$ cat src/rtl/spi_uma_engine.sv
module spi_uma_engine (
  input  logic        clk,
  input  logic        rst_n,
  input  logic        bus_wr,
  input  logic [3:0]  bus_addr,
  input  logic [31:0] bus_wdata,
  output logic [31:0] bus_rdata,
  output logic        sclk,
  output logic [3:0]  cs_n,
  output logic [3:0]  io_out,
  output logic [3:0]  io_oe,
  input  logic [3:0]  io_in
);

  localparam logic [2:0] P_IDLE = 3'd0;
  localparam logic [2:0] P_CMD  = 3'd1;
  localparam logic [2:0] P_ADR  = 3'd2;
  localparam logic [2:0] P_DUM  = 3'd3;
  localparam logic [2:0] P_WR   = 3'd4;
  localparam logic [2:0] P_RD   = 3'd5;

  logic [31:0]       cfg, adr;
  logic [7:0]        opc;
  logic [3:0][31:0]  wd;
  logic [15:0][7:0]  rb;
  logic [1:0]        dev;
  logic              swcs, busy;
  logic [2:0]        phase, nxt;
  logic [6:0]        beat;
  logic [1:0]        div;

  function automatic logic [1:0] lanes(input logic [1:0] f);
    return f[1] ? 2'd2 : {1'b0, f[0]};
  endfunction

  function automatic logic [7:0] nbeats(input logic [4:0] b, input logic [1:0] w);
    return {b, 3'b000} >> w;
  endfunction

  logic [1:0] lw_c, lw_a, lw_d, lw_w, lw_r, cur_w;
  logic [2:0] asz_c;
  logic [4:0] wsz_c, rsz_c;

  assign lw_c  = lanes(cfg[1:0]);
  assign lw_a  = lanes(cfg[3:2]);
  assign lw_w  = lanes(cfg[5:4]);
  assign lw_d  = lanes(cfg[7:6]);
  assign lw_r  = lanes(cfg[9:8]);
  assign asz_c = (cfg[13:11] > 3'd4)  ? 3'd4  : cfg[13:11];
  assign wsz_c = (cfg[20:16] > 5'd16) ? 5'd16 : cfg[20:16];
  assign rsz_c = (cfg[28:24] > 5'd16) ? 5'd16 : cfg[28:24];

  logic [7:0] plen [8];
  always_comb begin
    plen[0] = 8'd0;
    plen[1] = nbeats({4'b0, cfg[10]}, lw_c);
    plen[2] = nbeats({2'b0, asz_c}, lw_a);
    plen[3] = nbeats({2'b0, cfg[23:21]}, lw_d);
    plen[4] = nbeats(wsz_c, lw_w);
    plen[5] = nbeats(rsz_c, lw_r);
    plen[6] = 8'd0;
    plen[7] = 8'd0;
  end

  always_comb begin
    nxt = P_IDLE;
    for (int p = 5; p >= 1; p--)
      if (3'(p) > phase && plen[p] != 8'd0) nxt = 3'(p);
  end

  always_comb begin
    case (phase)
      P_CMD:   cur_w = lw_c;
      P_ADR:   cur_w = lw_a;
      P_DUM:   cur_w = lw_d;
      P_WR:    cur_w = lw_w;
      default: cur_w = lw_r;
    endcase
  end

  logic [6:0]   bitpos;
  logic [3:0]   bidx;
  logic [2:0]   asel;
  logic [31:0]  ash;
  logic [127:0] wflat, rflat;
  logic [7:0]   txb, sh;
  logic         tx_ph, last_beat;

  assign bitpos    = beat << cur_w;
  assign bidx      = bitpos[6:3];
  assign asel      = asz_c - 3'd1 - bidx[2:0];
  assign ash       = adr >> {asel, 3'b000};
  assign wflat     = wd;
  assign rflat     = rb;
  assign tx_ph     = busy && (phase == P_CMD || phase == P_ADR || phase == P_WR);
  assign last_beat = ({1'b0, beat} == plen[phase] - 8'd1);

  always_comb begin
    case (phase)
      P_CMD:   txb = opc;
      P_ADR:   txb = ash[7:0];
      default: txb = wflat[{bidx, 3'b000} +: 8];
    endcase
  end

  assign sh = txb << bitpos[2:0];

  always_comb begin
    io_out = 4'b0;
    io_oe  = 4'b0;
    if (tx_ph) begin
      case (cur_w)
        2'd0:    begin io_out = {3'b0, sh[7]};   io_oe = 4'b0001; end
        2'd1:    begin io_out = {2'b0, sh[7:6]}; io_oe = 4'b0011; end
        default: begin io_out = sh[7:4];         io_oe = 4'b1111; end
      endcase
    end
  end

  assign sclk = busy && (phase != P_IDLE) && div[1];

  always_comb begin
    cs_n = 4'hF;
    if (busy || !swcs) cs_n[dev] = 1'b0;
  end

  always_comb begin
    case (bus_addr)
      4'd0:                    bus_rdata = cfg;
      4'd1:                    bus_rdata = {7'b0, ~busy, 7'b0, swcs, 6'b0, dev, 7'b0, busy};
      4'd2:                    bus_rdata = {24'b0, opc};
      4'd3:                    bus_rdata = adr;
      4'd4, 4'd5, 4'd6, 4'd7:  bus_rdata = wd[bus_addr[1:0]];
      4'd8, 4'd9, 4'd10, 4'd11: bus_rdata = rflat[{bus_addr[1:0], 5'b00000} +: 32];
      default:                 bus_rdata = 32'b0;
    endcase
  end

  always_ff @(posedge clk or negedge rst_n) begin
    if (!rst_n) begin
      cfg   <= 32'b0;
      adr   <= 32'b0;
      opc   <= 8'b0;
      wd    <= '0;
      rb    <= '0;
      dev   <= 2'b0;
      swcs  <= 1'b1;
      busy  <= 1'b0;
      phase <= P_IDLE;
      beat  <= 7'b0;
      div   <= 2'b0;
    end else if (!busy) begin
      if (bus_wr) begin
        case (bus_addr)
          4'd0: cfg <= bus_wdata;
          4'd1: begin
            dev  <= bus_wdata[9:8];
            swcs <= bus_wdata[16];
            if (bus_wdata[0]) begin
              busy  <= 1'b1;
              phase <= nxt;
              beat  <= 7'b0;
              div   <= 2'b0;
            end
          end
          4'd2: opc <= bus_wdata[7:0];
          4'd3: adr <= bus_wdata;
          4'd4, 4'd5, 4'd6, 4'd7: wd[bus_addr[1:0]] <= bus_wdata;
          default: ;
        endcase
      end
    end else if (phase == P_IDLE) begin
      busy <= 1'b0;
    end else begin
      div <= div + 2'd1;
      if (phase == P_RD && div == 2'd1) begin
        case (cur_w)
          2'd0:    rb[bidx] <= {rb[bidx][6:0], io_in[1]};
          2'd1:    rb[bidx] <= {rb[bidx][5:0], io_in[1:0]};
          default: rb[bidx] <= {rb[bidx][3:0], io_in[3:0]};
        endcase
      end
      if (div == 2'd3) begin
        if (last_beat) begin
          phase <= nxt;
          beat  <= 7'b0;
        end else begin
          beat <= beat + 7'd1;
        end
      end
    end
  end

endmodule

$ cat config.mk
export PLATFORM = sky130hd
export DESIGN_NAME = spi_uma_engine
export DESIGN_NICKNAME = d
export VERILOG_FILES = /design/src/rtl/spi_uma_engine.sv
export SDC_FILE = /design/constraint.sdc
export NUM_CORES = 1
export LEC_CHECK = 0
export BUFFER_PORTS_ARGS = -buffer_cell sky130_fd_sc_hd__buf_2
export CORE_UTILIZATION = 25
export CTS_CLUSTER_DIAMETER = 80
export DETAILED_ROUTE_END_ITERATION = 6
export GPL_ROUTABILITY_DRIVEN = 0
export PLACE_DENSITY_LB_ADDON = 0.1
export SETUP_SLACK_MARGIN = 0.4
export SYNTH_ARGS = -nofsm -noshare
export SYNTH_HDL_FRONTEND = slang
export SYNTH_SLANG_ARGS = --single-unit
export TNS_END_PERCENT = 50
$ cat constraint.sdc
create_clock -name clk -period 5.55 [get_ports clk]
set_input_delay 1.11 -clock clk [delete_from_list [all_inputs] [get_ports clk]]
set_output_delay 1.11 -clock clk [all_outputs]
set_load 0.005 [all_outputs]
; Yosys cells after proc, flatten, opt, wreduce, memory -nomap -nowiden
; Index checks and enable logic that the tools add are counted.
[word_totals]
reg_bits = 344
latch_bits = 0
ramBits = 0
rom_bits = 0
in_bits = 43
out_inout_bits = 45
wordCells = 188
mem_count = 0
[classes]
add_sub_neg = 5
multipliers = 0
div = 0
magnitude_cmp = 15
n_eq_ne = 23
shift = 10
mux = 63
bitwise_logic = 4
reduce_logical = 39
[op_table]
columns = operator, n
row1 = $bwmux W128, 4
row2 = $pmux W128 S2, 1
row3 = $pmux W32 S6, 1
row4 = $shiftx A128 B8 Y32, 1
row5 = $shiftx A128 B8 Y8, 1
row6 = $bmux W32 S2, 1
row7 = $demux W32 S2, 1
row8 = $mux W32, 2
row9 = $mux W7, 8
row10 = $reduce_bool A8 Y1, 5
row11 = $mux W3, 13
row12 = $bmux W8 S4, 1
row13 = $demux W8 S4, 1
row14 = $shr A32 B6 Y8, 1
row15 = $bmux W8 S3, 1
row16 = $mux W8, 3
row17 = $mux W2, 10
row18 = $reduce_and A3 Y1, 6
row19 = $eq A4 B3 Y1 const B, 4
row20 = $eq A4 B4 Y1 const B, 4
row21 = $pmux W4 S2, 2
row22 = $pmux W8 S2, 1
row23 = $shr A6 B2 Y8, 2
row24 = $shr A8 B2 Y8, 2
row25 = other kinds (48), 83

; Longest topological paths before layout
; Gate-level depths: netlist (run 1).
[depth]
ltp_word = 14
depth_mapped = 23

; Worst setup path after synthesis (run 1)
; No wires, ideal clock.
[synth_path]
path_kind = flip-flop to output port
startpoint = register phase[1]
endpoint = output io_out[0]
arrival_ns = 4.721
t_required_ns = 4.440
setup_slack_ns = -0.281
path_stages_with_launch = 20
n_path_buf = 6
path_cell_list = dfrtp_1 > buf_6 > nor3b_2 > a311o_1 > buf_6 > a21o_4 > buf_6 > mux2i_2 > a21oi_4 > inv_4 > buf_6 > buf_2 > ha_1 > ha_1 > buf_1 > mux4_2 > and3_1 > or4b_2 > nand4_1 > a221oi_1
[synth_between]
elab_chain_len = 9
word_cells_on_any_way = 18
classes_between = add/sub (1) / eq/ne (5) / shift (4) / mux (4) / reduce/logical (4)
[synth_lines]
columns = element, line_no
row1 = from (decl), 28  ; logic [2:0] phase, nxt;
row2 = from (signal assigned), 161  ; phase <= nxt;
row3 = from (signal assigned), 185  ; phase <= nxt;
row4 = $eq A3 B3 Y1 (tied with other cells), "72, 95"
row5 = $pmux W2 S4, 72  ; case (phase)
row6 = $shl A7 B2 Y7, 89  ; assign bitpos = beat << cur_w;
row7 = $sub A3 B3 Y3, 91  ; assign asel = asz_c - 3'd1 - bidx[2:0];
row8 = $shr A32 B6 Y8, 92  ; assign ash = adr >> {asel, 3'b000};
row9 = $pmux W8 S2, 99  ; case (phase)
row10 = $shl A8 B3 Y8, 106  ; assign sh = txb << bitpos[2:0];
row11 = $pmux W4 S2, 112  ; case (cur_w)
row12 = $mux W4 (*), 111  ; if (tx_ph) begin
row13 = to (decl), 10  ; output logic [3:0] io_out,
; Every way passes the cells marked *; elsewhere a longest branch is shown, timed or not.

; Final worst setup path (run 1)
[layout_path]
startpoint = register phase[2]
endpoint = output io_out[0]
; The elaborated chain is that of the path after synthesis.

==> flow_metrics.env, run 1 <==
export IMPL_drv_cap=0
export IMPL_cts_sinks=344
export IMPL_clockRootBuffer="clkbuf_16"
export IMPL_endpoint_kind="primary output"
export IMPL_dp_hpwl_mm=68.4
export IMPL_yosysUniqueCellTypes=99
export IMPL_min_period_ns=5.93
export IMPL_grt_max_degree=112
export IMPL_drtIter0Drc=1777
export IMPL_nets=2109
export IMPL_cts_path_max_buffers=3
export IMPL_portBuffers=87
export IMPL_synth_ff_type="dfrtp_1"
export IMPL_vias_per_cell=5.47
export IMPL_required_ns=4.44
export IMPL_overflow=0
export IMPL_syn2layout_area_growth_pct=24.3
export IMPL_max_slew_margin_rel_pct=6.81
export IMPL_skew_ns=0.0212
export IMPL_syn_num_nets=1904
export IMPL_ir_drop_v=0.000231
export IMPL_drtAntennaViolNets=0
export IMPL_routedWlPerCell_um=29.4
export IMPL_yosysSeqAreaShare_pct=42.8
export IMPL_die_height_um=286
export IMPL_antenna_found_initial=3
export IMPL_p_total_uw=6000
export IMPL_period_share_pct=107
export IMPL_core_um2=79300
export IMPL_tns_ns=-1.41
export IMPL_rsz0062_at_grt="yes"
export IMPL_ys_ff_latch=344
export IMPL_cp_arrival_ns=4.82
export IMPL_numCtsBuffers=47
export IMPL_synth_top_area_cell="dfrtp_1"
export IMPL_clk_pin_slew_ns=0.05
export IMPL_synthArstFlopShare_pct=100
export IMPL_drt_total_wl_mm=92.6
export IMPL_max_freq_mhz=168
export IMPL_cp_start_kind="register"
export IMPL_firstDrtPassIters=6
export IMPL_synth_edf_count=0
export IMPL_power_leakage_uw=0.0110
export IMPL_syn_inst=1855
export IMPL_setup_ws_ns=-0.385
export IMPL_powerDensity_nw_per_um2=240
export IMPL_grt_usage_pct=22.4
export IMPL_ios=88
export IMPL_violations="negative setup slack"
export IMPL_grt_pass1_vias=17000
export IMPL_dieWidth_um=286
export IMPL_syn_avg_cell_area_um2=10.9
export IMPL_hold_path_class="reg2reg"
export IMPL_critPathKind="reg2out"
export IMPL_hold_viol=0
export IMPL_syn_cell_area_um2=20100
export IMPL_start_util_pct=25.4
export IMPL_grt_pass1_wl_mm=131
export IMPL_cts_tree="yes"
export IMPL_critPathMaxFanout=25
export IMPL_ctsHoldBuffers=0
export IMPL_num_rows=103
export IMPL_synth_top_area_share_pct=42.6
export IMPL_drv_slew=0
export IMPL_clk_latency_ns=0.60
export IMPL_yosys_warnings=0
export IMPL_final_util_pct=31.6
export IMPL_drive_gt1_share_pct=38.3
export IMPL_dieArea_um2=81600
export IMPL_setup_viol=4
export IMPL_vias=17200
export IMPL_drc_errors=0
export IMPL_worst_pin_slew_ns=1.40
export IMPL_synthTopCellsByArea="dfrtp_1, mux2_2, mux4_2"
export IMPL_status="complete, but fails checks"
export IMPL_cts_max_level=2
## metal layers
layer	share of wire, %	global-route usage, %
met3	5.8	2.76
met4	3.7	7.74
met1	46	32.5
met2	44	34.0
met5	0	0
## kinds of logic after synthesis
| kind of cell | after synthesis | share of synthesized area (%) |
|---|---|---|
| and+or+nand+nor | 508 | 11.9 |
| AOI/OAI and AO/OA | 439 | 15.3 |
| muxes | 371 | 24.9 |
| DFF | 344 | 42.8 |
| buffers and inverters | 173 | 4.21 |
| xor gates and xnor gates | 13 | 0.566 |
| adders and majority gates | 6 | 0.373 |
| other | 1 | 0.0186 |
## registers in the layout, indices dropped and copies added, names as in the netlist
register  flops
rb          128
wd          128
adr          32
cfg          32
opc           8
beat          7
phase         3
dev           2
div           2
busy          1
swcs          1
## critical path, cell delays in order (launching register included)
cell	delay, ns
dfrtp_2	0.46
buf_4	0.16
nor3b_4	0.20
buf_4	0.24
a32oi_2	0.16
and3_4	0.25
buf_12	0.19
o21ai_4	0.13
o22a_2	0.21
o22ai_1	0.09
or4_4	0.54
a2111oi_4	0.45
buf_4	0.19
o32ai_1	0.08
o32ai_2	0.18
a31oi_2	0.11
a221oi_4	0.39
buf_2	0.18
## worst paths after layout
check	from	end	slack (ns)	cells after the start
max in group asynchronous	rst_n	cfg[9]	3.86	2
min reg2reg	rb[95]	rb[95]	0.50	1
max reg2reg	phase[1]	rb[94]	0.88	15
min in group asynchronous	rst_n	rb[76]	0.54	1
max	phase[2]	io_out[0]	-0.38	17
min	rb[95]	rb[95]	0.50	1
## layout by cell type (no fill, tap or decap), types with 27 or more instances in the layout
cell type,count
dfrtp_1,339
mux2_2,239
buf_4,192
nand2_1,173
nor2_1,139
a21oi_1,100
buf_2,85
o21ai_0,81
mux4_2,79
mux2i_1,50
clkbuf_16,48
nand3_1,43
nor3_1,27
and3_1,27
## synthesized netlist by cell type (13+ instances only)
library cell	instances
buf_2	18
o22ai_1	24
o21ai_0	86
dfrtp_1	343
buf_6	13
mux4_2	79
mux2_2	240
nand3_1	46
a21oi_1	104
nor3_1	34
nor2_1	142
a311oi_1	22
a211oi_1	25
a222oi_1	20
nand2_1	177
mux2i_1	50
clkbuf_1	87
buf_1	24
inv_1	21
and3_1	29
## timing repair
item	4_1_cts	5_1_grt
endpoints found under the setup margin	4	7
cloned	0	1
pin swaps	26	32
setup buffers	25	17
gates resized for setup	46	40
hold endpoints to repair	0	0
## per-stage QoR
stage / cells / setup slack (ns) / cell area (um^2) / hold slack, ns
final: 3147 / -0.385 / 25000 / 0.501
after global routing: 3146 / -0.548 / 25000 / 0.517
after CTS: 3128 / -0.348 / 24700 / 0.502
after detailed placement: 3018 / -0.236 / 22700 / 0.490
after global placement: 3018 / -0.183 / 22700 / 0.482
after floorplan: 1855 / 0.116 / 20200 / 0.459
## power breakdown
group / internal, uW / switching [uW]
clock network: 1840 / 1230
logic: 127 / 260
registers: 2520 / 21.5
## area by class of cell
class	instances	area [um^2]
Multi-Input combinational cell	1338	11100
Clock buffer	73	1360
Fill cell	8189	54200
Clock inverter	12	183
Timing Repair Buffer	306	2310
Tap cell	1050	1310
Inverter	23	88.8
Antenna cell	1	2.50
Sequential cell	344	8610
Note: power is estimated with default switching activity, not from simulation.
==> run 2, diff against run 1 <==
CORE_UTILIZATION = 35   (was 25)
==> flow_metrics.env, run 2 (synthesis gave the netlist of run 1 again) <==
export IMPL_critPathKind="reg2out"
export IMPL_grt_util_met1_pct=40.6
export IMPL_grt_pass1_vias=16900
export IMPL_drv_cap=0
export IMPL_worst_pin_slew_ns=1.32
export IMPL_violations="negative setup slack"
export IMPL_syn2layout_area_growth_pct=19.6
export IMPL_multi_input_area_um2=11100
export IMPL_vias_per_cell=6.09
export IMPL_stdcell_count=2798
export IMPL_seqCellArea_um2=8610
export IMPL_num_rows=87
export IMPL_required_ns=4.44
export IMPL_cts_tree="yes"
export IMPL_clk_pin_slew_ns=0.07
export IMPL_die_height_um=242
export IMPL_grt_usage_pct=28.1
export IMPL_core_um2=56600
export IMPL_top_regs="rb x128, wd x128"
export IMPL_cp_arrival_ns=4.84
export IMPL_ctsHoldBuffers=0
export IMPL_n_fill_cell=5452
export IMPL_dp_hpwl_mm=59.9
export IMPL_dieArea_um2=58500
export IMPL_overflow=0
export IMPL_firstDrtPassIters=6
export IMPL_critPathMaxFanout=5
export IMPL_dieWidth_um=242
export IMPL_setup_viol=4
export IMPL_top_usage_layer="met2"
export IMPL_cp_start_kind="register"
export IMPL_drtIter0Drc=1652
export IMPL_timing_rr_end="rb[94]"
export IMPL_max_freq_mhz=168
export IMPL_grt_pass1_wl_mm=121
export IMPL_hold_viol=0
export IMPL_rsz0062_at_grt="yes"
export IMPL_status="complete, but fails checks"
export IMPL_antenna_found_initial=4
export IMPL_vias=17000
export IMPL_crit_cells=18
export IMPL_ios=88
export IMPL_setup_ws_ns=-0.405
export IMPL_cts_sinks=344
export IMPL_skew_ns=0.0196
export IMPL_drive_gt1_share_pct=36.4
export IMPL_place_ws_ns=-0.0266
export IMPL_crit_chain="buf_12, buf_16, nor3b_4, a311o_1, buf_6, a21o_4, buf_4, mux2i_4, o22a_2, o22ai_1, or4_4, a2111oi_4, buf_4, nor2_1, o21bai_1, nand4_1, o32ai_2, buf_2"
export IMPL_max_stage_delay_ns=0.53
export IMPL_final_util_pct=42.5
export IMPL_routedWlPerCell_um=29.6
export IMPL_ir_drop_v=0.000173
export IMPL_grt_use_met3_pct=4.48
export IMPL_rrSetupSlack_ns=0.93
export IMPL_powerDensity_nw_per_um2=235
export IMPL_endpoint_kind="primary output"
export IMPL_drv_slew=0
export IMPL_min_period_ns=5.95
export IMPL_clockRootBuffer="clkbuf_16"
export IMPL_drtAntennaViolNets=0
export IMPL_grt_use_met2_pct=41.8
export IMPL_max_slew_margin_rel_pct=12.2
export IMPL_drt_total_wl_mm=82.7
export IMPL_layout_common_cells="dfrtp_1, mux2_2, nand2_1"
export IMPL_tns_ns=-1.47
export IMPL_critical_path_top_delay_family="compound AO/OA/AOI/OAI gates"
export IMPL_layout_cells_most_common="dfrtp_1"
export IMPL_cpMostUsedCell="buf_4"
export IMPL_hold_path_class="in2async"
export IMPL_grt_max_degree=96
export IMPL_start_util_pct=35.6
export IMPL_clk_latency_ns=0.58
export IMPL_cts_max_level=2
export IMPL_reg2reg_from="phase[0]"
export IMPL_dp_cells=2689
export IMPL_p_total_uw=5660
export IMPL_nets=2060
export IMPL_crit_buf_inv=6
export IMPL_period_share_pct=107
export IMPL_ff2ff_path_depth=17
export IMPL_critPathSlowestCell="or4_4"
export IMPL_drc_errors=0
export IMPL_numCtsBuffers=42
export IMPL_portBuffers=87
export IMPL_cts_path_max_buffers=3
export IMPL_power_leakage_uw=0.0107
-- run 2: stage by stage --
stage               hold slack (ns)  cell area [um^2]
global placement              0.485             22100
detailed placement            0.494             22100
global route                  0.530             24100
floorplan                     0.459             20200
finish                        0.499             24100
CTS                           0.507             24000
-- run 2: layout make-up --
cell class	instances	share of cell area [%]
Antenna cell	1	0.0104
Clock buffer	63	5.15
Clock inverter	11	0.473
Inverter	23	0.369
Multi-Input combinational cell	1339	46.0
Sequential cell	344	35.8
Tap cell	756	3.93
Timing Repair Buffer	261	8.33
-- run 2: worst max path at each step --
stage	start	slack (ns)	end
floorplan	phase[1]	0.12	io_out[1]
global placement	phase[1]	0.006	io_out[1]
detailed placement	phase[1]	-0.03	io_out[1]
CTS	phase[0]	-0.34	io_out[1]
global route	phase[0]	-0.53	io_out[1]
finish	phase[0]	-0.40	io_out[1]
-- run 2: timing repair --
| action | in CTS | in global routing |
|---|---|---|
| pin swaps | 20 | 9 |
| setup buffers | 28 | 4 |
| endpoints found under the setup margin | 4 | 40 |
| gates resized for setup | 58 | 14 |
| gates cloned | 2 | 0 |
| endpoints found under the hold margin | 0 | 0 |
-- run 2: where the power goes --
part	internal, uW	switching [uW]	total [uW]
registers	2520	19.6	2540
clock network	1600	1140	2740
logic	126	247	372
-- run 2: routing by layer --
metal / vias up / routed length (um)
li1: 7349 / -
met1: 8765 / 37400
met2: 786 / 36100
met3: 138 / 5930
met4: 0 / 3290
met5: - / 0
